<file path="src/rtl/tmr_pkg.sv">
package tmr_pkg;

    typedef enum logic [1:0] {
        ST_CLEARED = 2'd0,
        ST_HELD    = 2'd1,
        ST_RUNNING = 2'd2
    } tmr_state_e;

    localparam logic [1:0] SEL_START = 2'd0;
    localparam logic [1:0] SEL_CTRL  = 2'd1;
    localparam logic [1:0] SEL_IRQ   = 2'd2;

    localparam logic [1:0] CMD_CLEAR = 2'd0;
    localparam logic [1:0] CMD_HALT  = 2'd1;
    localparam logic [1:0] CMD_RUN   = 2'd3;

endpackage

</file>
<file path="src/rtl/tmr_prescale.sv">
module tmr_prescale #(
    parameter int DIV = 4
) (
    input  logic clk,
    input  logic rst_n,
    input  logic enable,
    output logic tick
);
    localparam int W = (DIV > 1) ? $clog2(DIV) : 1;
    localparam logic [W-1:0] LAST = W'(DIV - 1);

    logic [W-1:0] phase_q;

    always_ff @(posedge clk or negedge rst_n) begin
        if (!rst_n) begin
            phase_q <= '0;
        end else if (!enable) begin
            phase_q <= '0;
        end else if (phase_q == LAST) begin
            phase_q <= '0;
        end else begin
            phase_q <= phase_q + 1'b1;
        end
    end

    assign tick = enable && (phase_q == LAST);
endmodule

</file>
<file path="src/rtl/tmr_ctrl_fsm.sv">
module tmr_ctrl_fsm
    import tmr_pkg::*;
(
    input  logic       clk,
    input  logic       rst_n,
    input  logic       cmd_valid,
    input  logic [1:0] cmd,
    output tmr_state_e state_o,
    output logic       run_o,
    output logic       clear_o
);
    tmr_state_e state_q, state_d;

    always_ff @(posedge clk or negedge rst_n) begin
        if (!rst_n) begin
            state_q <= ST_CLEARED;
        end else begin
            state_q <= state_d;
        end
    end

    always_comb begin
        state_d = state_q;
        if (cmd_valid) begin
            unique case (cmd)
                CMD_CLEAR: state_d = ST_CLEARED;
                CMD_HALT:  state_d = ST_HELD;
                CMD_RUN:   state_d = ST_RUNNING;
                default:   state_d = state_q;
            endcase
        end
    end

    always_comb begin
        run_o   = 1'b0;
        clear_o = cmd_valid && (cmd == CMD_CLEAR);
        unique case (state_q)
            ST_RUNNING: run_o = 1'b1;
            ST_HELD:    run_o = 1'b0;
            ST_CLEARED: run_o = 1'b0;
            default:    run_o = 1'b0;
        endcase
    end

    assign state_o = state_q;
endmodule

</file>
<file path="src/rtl/tmr_counter.sv">
module tmr_counter #(
    parameter int CNT_W = 16
) (
    input  logic             clk,
    input  logic             rst_n,
    input  logic             tick,
    input  logic             clear,
    input  logic             run,
    input  logic             start_we,
    input  logic [CNT_W-1:0] start_data,
    output logic [CNT_W-1:0] count_o,
    output logic [CNT_W-1:0] start_o,
    output logic             wrap_o
);
    localparam logic [CNT_W-1:0] TOP = '1;

    logic [CNT_W-1:0] count_q;
    logic [CNT_W-1:0] start_q;

    assign wrap_o = tick && (count_q == TOP);

    always_ff @(posedge clk or negedge rst_n) begin
        if (!rst_n) begin
            start_q <= '0;
        end else if (start_we) begin
            start_q <= start_data;
        end
    end

    always_ff @(posedge clk or negedge rst_n) begin
        if (!rst_n) begin
            count_q <= '0;
        end else if (clear) begin
            count_q <= '0;
        end else if (tick) begin
            count_q <= wrap_o ? start_q : count_q + 1'b1;
        end else if (start_we && !run) begin
            count_q <= start_data;
        end
    end

    assign count_o = count_q;
    assign start_o = start_q;
endmodule

</file>
<file path="src/rtl/tmr_irq.sv">
module tmr_irq #(
    parameter int LVL_W = 3
) (
    input  logic             clk,
    input  logic             rst_n,
    input  logic             cfg_we,
    input  logic [7:0]       cfg_data,
    input  logic             wrap,
    output logic [7:0]       stat_o,
    output logic             req_o,
    output logic [LVL_W-1:0] level_o
);
    logic [LVL_W-1:0] level_q;
    logic             en_q;
    logic             pend_q;

    always_ff @(posedge clk or negedge rst_n) begin
        if (!rst_n) begin
            level_q <= '0;
            en_q    <= 1'b0;
        end else if (cfg_we) begin
            level_q <= cfg_data[LVL_W-1:0];
            en_q    <= cfg_data[3];
        end
    end

    always_ff @(posedge clk or negedge rst_n) begin
        if (!rst_n) begin
            pend_q <= 1'b0;
        end else if (wrap) begin
            pend_q <= 1'b1;
        end else if (cfg_we && cfg_data[7]) begin
            pend_q <= 1'b0;
        end
    end

    assign req_o   = pend_q && en_q && (level_q != '0);
    assign level_o = req_o ? level_q : '0;
    assign stat_o  = {pend_q, 3'b000, en_q, 3'(level_q)};
endmodule

</file>
<file path="src/rtl/interval_timer.sv">
module interval_timer
    import tmr_pkg::*;
#(
    parameter int CNT_W    = 16,
    parameter int TICK_DIV = 4
) (
    input  logic             clk,
    input  logic             rst_n,
    input  logic             wr_en,
    input  logic [1:0]       wr_sel,
    input  logic [CNT_W-1:0] wr_data,
    output logic [CNT_W-1:0] count_o,
    output logic [7:0]       stat_o,
    output logic             irq_req_o,
    output logic [2:0]       irq_level_o
);
    localparam int LVL_W = 3;

    tmr_state_e       state_w;
    logic             run_w;
    logic             clear_w;
    logic             tick_w;
    logic             wrap_w;
    logic [CNT_W-1:0] start_w;

    tmr_ctrl_fsm u_fsm (
        .clk       (clk),
        .rst_n     (rst_n),
        .cmd_valid (wr_en && (wr_sel == SEL_CTRL)),
        .cmd       (wr_data[1:0]),
        .state_o   (state_w),
        .run_o     (run_w),
        .clear_o   (clear_w)
    );

    tmr_prescale #(.DIV(TICK_DIV)) u_pre (
        .clk    (clk),
        .rst_n  (rst_n),
        .enable (run_w),
        .tick   (tick_w)
    );

    tmr_counter #(.CNT_W(CNT_W)) u_cnt (
        .clk        (clk),
        .rst_n      (rst_n),
        .tick       (tick_w),
        .clear      (clear_w),
        .run        (run_w),
        .start_we   (wr_en && (wr_sel == SEL_START)),
        .start_data (wr_data),
        .count_o    (count_o),
        .start_o    (start_w),
        .wrap_o     (wrap_w)
    );

    tmr_irq #(.LVL_W(LVL_W)) u_irq (
        .clk      (clk),
        .rst_n    (rst_n),
        .cfg_we   (wr_en && (wr_sel == SEL_IRQ)),
        .cfg_data (wr_data[7:0]),
        .wrap     (wrap_w),
        .stat_o   (stat_o),
        .req_o    (irq_req_o),
        .level_o  (irq_level_o)
    );
endmodule

</file>
<file path="config.mk">
export PLATFORM = sky130hd
export DESIGN_NAME = interval_timer
export DESIGN_NICKNAME = d
export VERILOG_FILES = /design/src/rtl/tmr_pkg.sv /design/src/rtl/tmr_prescale.sv /design/src/rtl/tmr_ctrl_fsm.sv /design/src/rtl/tmr_counter.sv /design/src/rtl/tmr_irq.sv /design/src/rtl/interval_timer.sv
export SDC_FILE = /design/constraint.sdc
export NUM_CORES = 1
export LEC_CHECK = 0
export ABC_AREA = 1
export BUFFER_PORTS_ARGS = -buffer_cell sky130_fd_sc_hd__buf_2
export CORE_ASPECT_RATIO = 0.75
export CORE_MARGIN = 2
export CORE_UTILIZATION = 50
export DETAILED_ROUTE_END_ITERATION = 10
export PLACE_DENSITY_LB_ADDON = 0.05
export SYNTH_ARGS = -nofsm -noshare
export SYNTH_HDL_FRONTEND = slang
export SYNTH_SLANG_ARGS = --single-unit
export TNS_END_PERCENT = 20
</file>
<file path="constraint.sdc">
create_clock -name clk -period 1.45 [get_ports clk]
set_clock_uncertainty 0.05 [all_clocks]
set_input_delay 0.29 -clock clk [delete_from_list [all_inputs] [get_ports clk]]
set_output_delay 0.29 -clock clk [all_outputs]
set_load 0.01 [all_outputs]
</file>
==> Word-level counts from Yosys, hierarchy flattened <==
Index checks and enable logic that the tools add are counted.
Widths: inputs -> output; s select.
{ "word_totals": {"inputBits": 21, "wordCells": 45, "register_bits": 41} }
{ "op_classes": {"n_eq_ne": 7, "n_reduce_logical": 18, "n_addsub": 2, "muxes": 11} }
{ "ops": {"columns": ["operator", "n"], "rows": [
  ["$mux 16", 4],
  ["$add 16x1->16 const B", 1],
  ["$eq 16x16->1 const B", 1],
  ["$logic_and 1x1->1", 10],
  ["$reduce_bool 3->1", 3],
  ["$eq 2x2->1 const B", 4],
  ["$pmux 2 s3", 1],
  ["$eq 2x1->1 const B", 2],
  ["$logic_not 2->1", 2],
  ["$mux 2", 2],
  ["$mux 1", 3],
  ["$mux 3", 1],
  ["$add 2x1->2 const B", 1],
  ["$reduce_and 2->1", 1],
  ["$reduce_bool 2->1", 1],
  ["$logic_not 1->1", 1]
]} }

==> Depth between registers and ports, before layout <==
Gate-level depths: netlist (run 1).
{ "logic_depth": {"depth_word": 7, "ltp_mapped": 11, "ltp_nobuf": 11} }

==> Cells and area by module <==
A second synthesis (run 1) with hierarchy kept.
{ "unflattened": {"hier_cells": 327, "hier_area_um2": 2428.6} }
{ "by_module_without_submodules": {"columns": ["module", "cells_each", "instances", "seq_area_each_um2", "area_per_inst_um2"], "rows": [
  ["tmr_counter", 261, 1, 800.8, 1940.6],
  ["tmr_irq", 35, 1, 125.1, 275.3],
  ["tmr_ctrl_fsm", 14, 1, 50.0, 97.6],
  ["tmr_prescale", 10, 1, 50.0, 88.8],
  ["interval_timer", 7, 1, 0.0, 26.3]
]} }

==> Worst setup path before layout (run 1) <==
Ideal clock, no wire load.
{ "synth_timing": {"path_type": "register -> register", "from": "reg u_cnt.count_q[0] (netlist: u_cnt.count_o[0])", "to": "reg u_cnt.count_q[13] (netlist: u_cnt.count_o[13])", "path_stages_with_launch": 11, "slack_ps": -185, "t_required_ps": 1283, "setup_time_ps": 117, "period_less_slack_ps": 1635, "arrival_ps": 1468, "path_cell_list": "dfrtp_1 ha_1 nand2_1 nor2_1 nand2_1 nor2_2 nand3_2 nand3_1 nand2_1 nand2_1 nand2_1"} }
{ "synth_between": {"elab_chain_len": 5, "elab_cells_between_ends": 6, "cone_classes": "add/sub: 1; eq/ne: 1; mux: 3; reduce/logical: 1"} }
{ "synth_rtl": {"columns": ["element", "line", "text"], "rows": [
  ["start: declaration", "tmr_counter.sv:17", "logic [CNT_W-1:0] count_q;"],
  ["start signal: assignment", "tmr_counter.sv:36", "count_q <= wrap_o ? start_q : count_q + 1'b1;"],
  ["start signal: assignment", "tmr_counter.sv:38", "count_q <= start_data;"],
  ["parallel branches: the longest is 2 deep, another holds $add 16x1->16", null, null],
  ["$mux 16 *", "tmr_counter.sv:36", null],
  ["$mux 16 *", "tmr_counter.sv:35", "end else if (tick) begin"],
  ["$mux 16 *", "tmr_counter.sv:33", "end else if (clear) begin"]
]} }
Mark *: on every way between the ends.
A chain may end at the register's enable or synchronous reset.

==> Worst setup path in the final report (run 1) <==
{ "layout_timing": {"from": "reg u_cnt.count_q[1] (netlist: u_cnt.count_o[1])", "to": "reg u_cnt.count_q[13] (netlist: u_cnt.count_o[13])"} }
The elaborated chain is that of the path after synthesis.

==> run summary, run 1 <==
Clk pin slew, worst setup/hold paths -> 0.08 ns
CTS Root Buffer Type -> clkbuf_8
Skew-Pair Late Insertion Delay -> 0.29 ns
Worst Hold Class -> in2reg
Num CTS Buffers -> 5
vias in the first global route -> 2,359
crit end category -> flop
die height -> 64.93 um
worst hold start -> wr_data[11]
XOR/XNOR share of the synthesized area -> 2.477%
Fin Hold WS -> 0.1687 ns
Register-to-Register Path Depth -> 10
Worst Path Required -> 1.64 ns
fin worst setup slack -> -0.1709 ns
routed vias -> 2,517
fmax -> 617.0 MHz
adder-cell area share of the yosys netlist -> 1.011%
fill count -> 441
CTS tree -> done
Clock H-tree levels -> 2
Crit Path Max Fanout -> 7
Setup Viol. Count Final -> 18
most frequent CP cell -> nand2_1
Max-cap violations -> 0
worst r2r src -> u_cnt.count_o[1]
die span in x -> 85.24 um
Worst path top cell family by delay -> simple AND/OR/NAND/NOR gates
Mapped Cells -> 349
die area -> 5535 sq um
worst path cell trace -> ha_4 -> buf_6 -> nand3_4 -> nor2_8 -> nand3_4 -> nor2_4 -> a21oi_1 -> nand2_1 -> nand2_1 -> nand2_1
CP max-delay cell -> dfrtp_2
Placed Area -> 3137 sq um
gr ovfl total -> 0
GRT Util Overall -> 26.21%
gp weighted congestion -> 0.8803
warning count from the yosys run -> 0
initial drt markers -> 138
Vias/cell -> 4.984
Reg2Reg Setup Slack -> -0.17 ns
Core Footprint -> 4817 sq um
largest family of logic cells by synthesized area -> simple AND/OR/NAND/NOR gates
post-layout util -> 69.09%
initial antenna violation count -> 0
Site Rows -> 22
#FFs+latches synth -> 41
post-synthesis simple-gate area fraction -> 35.54%
DRC -> 0
port bufs -> 45
RSZ-0062 raised after global routing -> true
Mean Syn Cell Area -> 7.091 sq um
detailed placement HPWL -> 4869 um
final instance area -> 3328 sq um
fin nets -> 467
Post-Syn Area -> 2475 sq um
first-pass GRT wire length -> 11,320 um
Crit path buffers/inverters -> 1
CP startpoint kind -> flop
clk buf depth -> 2
post-synthesis compound-gate area fraction -> 9.252%
drt total wl -> 6629 um
crit path DAT -> 1.81 ns
Pre-Repair DR Iteration Count -> 4
Crit path largest cell delay -> 0.39 ns
failing checks -> setup timing
Hold Crit Depth -> 3
sequential fraction of the synthesis area -> 41.46%
antenna viol nets, final -> 0
Final Cycle Share -> 111.8%
# diodes -> 0
Final Hold Fails -> 0
share of layout cells above drive strength 1 -> 30.11%
minimum clock period -> 1.621 ns
starting density of the core -> 51.38%
post-synthesis mux area share -> 0%
WHS Endpoint -> u_cnt.start_o[11]
WS Path Type -> reg2reg
fin. max-slew vios -> 0
drt wl/cell -> 13.13 um
IO Pins -> 49
synth unique cells -> 32
RR Endpoint -> u_cnt.count_o[13]
Syn-to-layout area delta -> 34.48%
Max rail drop VDD -> 0.0007105 V
largest net degree at the start of global routing -> 42
Power Dens Cells -> 1290 nW/um^2
status -> finished with violations
Leak -> 0.001798 uW
clock net sink count -> 41
[final cells by class]
type / instances / area [sq um] / share of cell area [%]
well taps: 60 / 75.07 / 2.256
multi-input cells: 253 / 1300 / 39.06
repair buffers: 99 / 678.2 / 20.38
inverters: 44 / 166.4 / 5.000
clock buffers: 8 / 80.08 / 2.406
flip-flops and latches: 41 / 1028 / 30.90
[state kept, by name, summed over array words and instances (netlist names)]
register and count:
u_fsm.state_o 2, u_irq.pend_q 1, u_irq.level_q 3, u_irq.en_q 1, u_cnt.count_o 16, u_cnt.start_o 16, u_pre.phase_q 2
[synth_stat cells]
cell / count / share of area, %
nand3_4: 2 / 1.4
buf_2: 5 / 1.0
clkbuf_1: 3 / 0.45
o21bai_1: 2 / 0.61
nand2_2: 2 / 0.51
or2_0: 1 / 0.25
xnor2_1: 3 / 1.1
o211ai_2: 1 / 0.51
a21oi_1: 17 / 3.4
buf_6: 1 / 0.45
ha_1: 2 / 1.0
conb_1: 1 / 0.15
nor3_1: 1 / 0.20
inv_2: 3 / 0.45
nand3_1: 28 / 5.7
o21a_1: 2 / 0.61
and2_1: 1 / 0.25
nor2_8: 2 / 1.6
nor2_4: 1 / 0.45
a31oi_1: 1 / 0.25
o21ai_0: 19 / 3.8
nand4_1: 2 / 0.51
dfrtp_1: 41 / 41
inv_1: 40 / 6.1
nand3_2: 1 / 0.40
nor2_2: 2 / 0.51
nor2_1: 23 / 3.5
nand2_1: 131 / 20
buf_4: 5 / 1.5
nor3_2: 1 / 0.40
xor2_1: 4 / 1.4
clkinv_1: 1 / 0.15
[power by group]
part           internal (uW)  switching [uW]
sequential              1460             222
combinational            872            1010
clock                    342             382
[worst max-delay path by stage]
stage | cells past startpoint | endpoint | startpoint | slack (ns)
after floorplan | 10 | u_cnt.count_o[3] | u_cnt.count_o[0] | -0.04
after global placement | 9 | u_cnt.count_o[3] | u_pre.phase_q[0] | -0.20
after detailed placement | 9 | u_cnt.count_o[7] | u_pre.phase_q[0] | -0.27
after CTS | 10 | u_cnt.count_o[3] | u_cnt.count_o[1] | -0.19
after global routing | 10 | u_cnt.count_o[13] | u_cnt.count_o[1] | -0.31
final | 10 | u_cnt.count_o[13] | u_cnt.count_o[1] | -0.17
[layout by cell type, fill, tap and decap left out, types with 2 or more instances in the layout]
cell type	instances
a21oi_1	17
buf_12	3
buf_2	45
buf_4	48
buf_6	2
clkbuf_1	3
clkbuf_8	5
conb_1	3
dfrtp_1	39
dfrtp_2	2
inv_1	39
inv_2	4
nand2_1	128
nand2_2	5
nand3_1	26
nand3_2	2
nand3_4	3
nand4_1	2
nor2_1	19
nor2_2	2
nor2_4	6
nor2_8	2
o21a_1	2
o21ai_0	18
o21bai_1	2
xnor2_1	3
xor2_1	4
[worst reg2reg max path, stage by stage, from the launching register on]
cell,delay [ns]
dfrtp_2,0.39
ha_4,0.14
buf_6,0.09
nand3_4,0.09
nor2_8,0.14
nand3_4,0.13
nor2_4,0.27
a21oi_1,0.10
nand2_1,0.07
nand2_1,0.05
nand2_1,0.05
[through the flow]
step / setup slack [ns] / total power [uW] / setup TNS [ns] / cells
global placement: -0.2017 / 3504 / -2.802 / 493
global route: -0.3109 / 4633 / -4.207 / 505
CTS: -0.1881 / 4290 / -2.659 / 505
floorplan: -0.03744 / 2616 / -0.3522 / 351
finish: -0.1709 / 4293 / -2.225 / 505
detailed placement: -0.2660 / 3535 / -3.713 / 493
[cell families (layout without fill, tap and decap cells)]
family	count (synthesis)	count (layout)
xor gates and xnor gates	7	7
adders and majority gates	2	2
other	1	3
AOI/OAI and AO/OA	42	42
buffers and inverters	58	151
and+or+nand+nor	198	199
DFF	41	41
[routing by layer]
metal	wire length [um]	part of all wire [%]	track usage, %	up-vias
met3	373	5.6	4.076	5
li1	-	-	-	1270
met2	2921	44	41.41	65
met1	3285	50	37.89	1177
met5	0	0	0	-
met4	49	0.74	6.349	0
[repair_timing]
action,in CTS,in global routing
buffers inserted,2,0
endpoints found under the setup margin,18,19
endpoints found under the hold margin,41,0
pin swaps,14,4
gates cloned,1,0
resized for setup,8,11
hold buffers,1,0
No activity file was read; power rests on OpenSTA's default activity.
==> run 2: changes to the inputs <==
- SKIP_CTS_REPAIR_TIMING: unset -> 1
==> run 2 against run 1 <==
  * The flow still finishes with violations (setup timing)
  * Power increased by 0.96%
  * Via count about the same
  * Worst setup slack got worse by 0.039 ns
  * Combinational power rose by 2%
  * Global-route usage down 0.47 points
  * Wire length rose by 2.1%
  * Cell count stayed put
  * Critical path type unchanged
  * Largest cell class unchanged
==> run summary, run 2 (synthesized netlist as in run 1, its figures left out) <==
Crit Path Max Fanout -> 7
port bufs -> 45
Register-to-Register Path Depth -> 10
# diodes -> 0
starting density of the core -> 51.38%
RR Endpoint -> u_cnt.count_o[10]
detailed placement HPWL -> 4869 um
first-pass GRT wire length -> 11,160 um
DRC -> 0
Clk pin slew, worst setup/hold paths -> 0.08 ns
Fin Hold WS -> 0.1751 ns
CTS Root Buffer Type -> clkbuf_8
Final Cycle Share -> 114.5%
die height -> 64.93 um
Reg2Reg Setup Slack -> -0.21 ns
fin nets -> 467
status -> finished with violations
gr ovfl total -> 0
initial drt markers -> 100
Power Dens Cells -> 1296 nW/um^2
clk buf depth -> 2
worst r2r src -> u_cnt.count_o[1]
dpl ws -> -0.2660 ns
Sw Share -> 38.09%
sequential share of power -> 38.9%
Leak -> 0.001799 uW
initial antenna violation count -> 0
CP Capture Point -> u_cnt.count_o[10]
Max rail drop VDD -> 0.0007293 V
IO Pins -> 49
routed vias -> 2,515
share of layout cells above drive strength 1 -> 30.79%
WS Path Type -> reg2reg
Placed Area -> 3137 sq um
crit path from -> u_cnt.count_o[1]
failing checks -> setup timing
fmax -> 602.5 MHz
vias in the first global route -> 2,329
Final Hold Fails -> 0
CP startpoint kind -> flop
minimum clock period -> 1.660 ns
fill count -> 431
antenna viol nets, final -> 0
Logic pwr share -> 44.2%
drt total wl -> 6768 um
fin worst setup slack -> -0.2096 ns
die span in x -> 85.24 um
Clock H-tree levels -> 2
crit end category -> flop
Internal -> 2683 uW
die area -> 5535 sq um
fin. max-slew vios -> 0
Site Rows -> 22
Syn-to-layout area delta -> 35.14%
clock net sink count -> 41
Hold Crit Depth -> 3
drt wl/cell -> 13.40 um
Vias/cell -> 4.980
CTS tree -> done
Skew-Pair Late Insertion Delay -> 0.29 ns
commonest non-fill, non-tap cell in the layout -> nand2_1
Worst Path Required -> 1.63 ns
Setup Viol. Count Final -> 18
largest net degree at the start of global routing -> 42
Core Footprint -> 4817 sq um
Pre-Repair DR Iteration Count -> 4
overall power -> 4334 uW
RSZ-0062 raised after global routing -> true
Num CTS Buffers -> 5
crit path DAT -> 1.84 ns
Worst Hold Class -> in2reg
final instance area -> 3344 sq um
Max-cap violations -> 0
Clock Power Share -> 16.9%
GRT Util Overall -> 25.75%
post-layout util -> 69.43%
gp weighted congestion -> 0.8803
switching power total -> 1651 uW
most frequent cells in the layout -> 128 x nand2_1, 48 x buf_4, 45 x buf_2, 39 x inv_1, 39 x dfrtp_1
[run 2: layout make-up]
type                            count  area (sq um)  share of cell area [%]
Clock buffer                        8         80.08                   2.394
Inverter                           44         166.4                   4.976
Multi-Input combinational cell    253          1316                   39.36
Sequential cell                    41          1028                   30.75
Tap cell                           60         75.07                   2.245
Timing Repair Buffer               99         678.2                   20.28
[run 2: power by group through the flow]
stage	Clock (uW)	Sequential, uW	Combinational (uW)
after floorplan	0	1910	707
after global placement	0	1690	1820
after detailed placement	0	1700	1840
after CTS	739	1680	1850
after global routing	803	1730	2140
final	732	1690	1920
[run 2: layer usage]
metal / share of wire [%] / vias up / global-route usage (%)
li1: - / 1270 / -
met1: 49 / 1167 / 37.89
met2: 44 / 73 / 39.94
met3: 6.1 / 5 / 4.076
met4: 0.72 / 0 / 5.952
met5: 0 / - / 0
[run 2: critical path: stages (launching register included)]
cell      delay, ns
dfrtp_2        0.39
ha_4           0.14
buf_6          0.09
nand3_4        0.09
nor2_8         0.16
nand3_4        0.13
nor2_4         0.27
nand2_1        0.11
o211ai_2       0.06
nand2_1        0.06
nand2_1        0.05
[run 2: through the flow]
stage	cells	setup TNS, ns
floorplan	351	-0.3522
global placement	493	-2.802
detailed placement	493	-3.713
CTS	501	-4.162
global route	505	-4.511
finish	505	-2.578
[run 2: how the worst min path moves through the flow]
stage,end,from
after floorplan,u_cnt.count_o[0],rst_n
after global placement,u_fsm.state_o[1],rst_n
after detailed placement,u_fsm.state_o[0],rst_n
after CTS,u_fsm.state_o[0],rst_n
after global routing,u_cnt.start_o[11],wr_data[11]
final,u_cnt.start_o[11],wr_data[11]
==> run 3: changes to the inputs <==
- ABC_AREA: 1 -> unset
- CORE_UTILIZATION: 50 -> 49
==> run 3 against run 2 <==
  * Power increased by 2.1%
  * Core utilization rose by 2.2 points
  * Die area is 4.9% lower
  * Via count shrank 14%
  * Critical path type unchanged
  * Register-to-register slack got worse by 0.02 ns
  * The flow still finishes with violations (setup timing)
  * Combinational power up 3%
  * Critical path depth decreased by 4
  * Highest routed layer unchanged
==> run summary, run 3 <==
top-count cell post-synth -> dfrtp_1
initial antenna violation count -> 0
RR Endpoint -> u_cnt.count_o[8]
Most used DFF post-synth -> dfrtp_1
Max-cap violations -> 0
clk buf depth -> 2
fin. max-slew vios -> 0
#FFs+latches synth -> 41
placed cells -> 374
Vias/cell -> 5.563
worst hold start -> wr_data[9]
# diodes -> 0
sequential fraction of the synthesis area -> 44.59%
Skew-Pair Late Insertion Delay -> 0.29 ns
crit end category -> flop
dpl ws -> -0.2119 ns
Worst Path Required -> 1.57 ns
crit path DAT -> 1.80 ns
Power Dens Cells -> 1375 nW/um^2
GRT Util Overall -> 24.58%
met3 wire length -> 377 um
failing checks -> setup timing
fill count -> 343
final instance area -> 3218 sq um
Reg2Reg Setup Slack -> -0.23 ns
commonest non-fill, non-tap cell in the layout -> buf_4
Hold Crit Depth -> 2
CP startpoint kind -> flop
Max rail drop VDD -> 0.0007961 V
DRC -> 0
post-layout util -> 71.62%
Final Cycle Share -> 115.9%
status -> finished with violations
most area-consuming cells after synthesis -> dfrtp_1 45%, mux2_2 10%, a21oi_1 3.0%, xor2_1 2.7%, nand2_1 2.6%
Worst Hold Class -> in2reg
top cells by count, synth -> 41 x dfrtp_1, 21 x mux2_2, 16 x nand2_1, 16 x nor2_1, 14 x a21oi_1
Post-Syn Area -> 2301 sq um
Final Hold Fails -> 0
Core Footprint -> 4493 sq um
Register-to-Register Path Depth -> 6
Mean Syn Cell Area -> 10.23 sq um
uppermost routed layer -> met4
met2 WL -> 2834 um
Clk pin slew, worst setup/hold paths -> 0.08 ns
Synth async-reset ratio -> 100.0%
first-pass GRT wire length -> 10,240 um
Crit Path Max Fanout -> 9
fmax -> 595.3 MHz
Num CTS Buffers -> 5
gr ovfl total -> 0
die span in x -> 83.13 um
Setup Viol. Count Final -> 17
starting density of the core -> 51.21%
clock net sink count -> 41
port bufs -> 45
Mapped Cells -> 225
vias in the first global route -> 2,101
Post-Route M1 WL -> 3006 um
fin nets -> 352
post-route non-filler standard cell count -> 387
largest net degree at the start of global routing -> 42
Yosys top cell by area -> dfrtp_1
Syn-to-layout area delta -> 39.86%
gp weighted congestion -> 0.8757
die height -> 63.35 um
warning count from the yosys run -> 0
CTS Root Buffer Type -> clkbuf_8
Site Rows -> 21
initial drt markers -> 106
worst r2r src -> u_fsm.state_o[0]
fin worst setup slack -> -0.2299 ns
most frequent cells in the layout -> 60 x buf_4, 45 x buf_2, 40 x dfrtp_1, 21 x mux2_2, 15 x nand2_1
routed vias -> 2,153
Pre-Repair DR Iteration Count -> 4
IO Pins -> 49
WHS Endpoint -> u_cnt.start_o[9]
share of layout cells above drive strength 1 -> 50.91%
CTS tree -> done
Clock H-tree levels -> 2
synth unique cells -> 50
drt wl/cell -> 16.32 um
Leak -> 0.001545 uW
Post-synth EDFFs -> 0
Placed Area -> 3012 sq um
die area -> 5266 sq um
WS Path Type -> reg2reg
Yosys top cell area share -> 44.59%
drt total wl -> 6317 um
RSZ-0062 raised after global routing -> true
detailed placement HPWL -> 4669 um
minimum clock period -> 1.680 ns
antenna viol nets, final -> 0
overall power -> 4426 uW
-- run 3: changes by cell type in the layout (fill, tap and decap cells not counted), moves of 5 or more --
cell | previous run | this run
nand2_1 | 128 | 15
inv_1 | 39 | 5
mux2_2 | 0 | 21
nand3_1 | 24 | 7
buf_4 | 48 | 60
o21ai_0 | 18 | 7
nor3_1 | 1 | 9
nor2_1 | 20 | 13
and3_1 | 0 | 5
-- run 3: worst max-delay path, cell delays in order, from the launching register on --
cell and delay [ns]:
dfrtp_1 0.39, nand2b_2 0.22, and2_2 0.23, buf_4 0.19
o211ai_1 0.19, xor2_1 0.19, o22ai_1 0.11
-- run 3: through the flow --
stage	setup TNS (ns)	hold slack (ns)
2_1_floorplan	-1.946	-0.05559
3_3_place_gp	-3.092	0.2274
3_5_place_dp	-3.841	0.2311
4_1_cts	-2.661	-0.08914
5_1_grt	-3.978	0.1829
6_report	-2.246	0.1880
-- run 3: report_power, final --
group / internal [uW] / switching [uW] / total (uW) / leakage, uW
logic: 1030 / 942 / 1970 / 0.00100
clock network: 334 / 400 / 734 / 0.0000450
registers: 1460 / 264 / 1720 / 0.000496
-- run 3: layout make-up --
| type | instances | area (sq um) | share of cell area [%] |
|---|---|---|---|
| Multi-Input combinational cell | 165 | 1259 | 39.11 |
| Tap cell | 57 | 71.32 | 2.216 |
| Sequential cell | 41 | 1027 | 31.92 |
| Timing Repair Buffer | 111 | 759.5 | 23.60 |
| Clock inverter | 2 | 10.01 | 0.3110 |
| Clock buffer | 6 | 72.57 | 2.255 |
| Inverter | 5 | 18.77 | 0.5832 |
-- run 3: worst max-delay path by stage --
stage / from / slack [ns] / end / cells past startpoint
after detailed placement: u_cnt.count_o[1] / -0.21 / u_cnt.count_o[14] / 7
final: u_fsm.state_o[0] / -0.23 / u_cnt.count_o[8] / 6
after global routing: u_cnt.count_o[10] / -0.31 / u_cnt.count_o[15] / 6
after CTS: u_cnt.count_o[1] / -0.21 / u_cnt.count_o[14] / 7
after global placement: u_fsm.state_o[0] / -0.16 / u_cnt.count_o[15] / 5
after floorplan: u_cnt.count_o[1] / -0.19 / u_cnt.count_o[13] / 6
-- run 3: cells by family after synthesis --
kind of cell               count (synthesis)  synth area share (%)
muxes                                     24                 11.58
DFF                                       41                 44.59
other                                      1                0.1630
AOI/OAI and AO/OA                         51                 15.77
xor gates and xnor gates                   9                 3.426
adders and majority gates                  2                 1.087
and+or+nand+nor                           76                 18.33
buffers and inverters                     21                 5.057
-- run 3: layer usage --
| layer | global-route usage [%] | vias to the layer above |
|---|---|---|
| li1 | - | 1032 |
| met1 | 35.44 | 1039 |
| met2 | 37.70 | 69 |
| met3 | 6.029 | 13 |
| met4 | 5.533 | 0 |
| met5 | 0 | - |
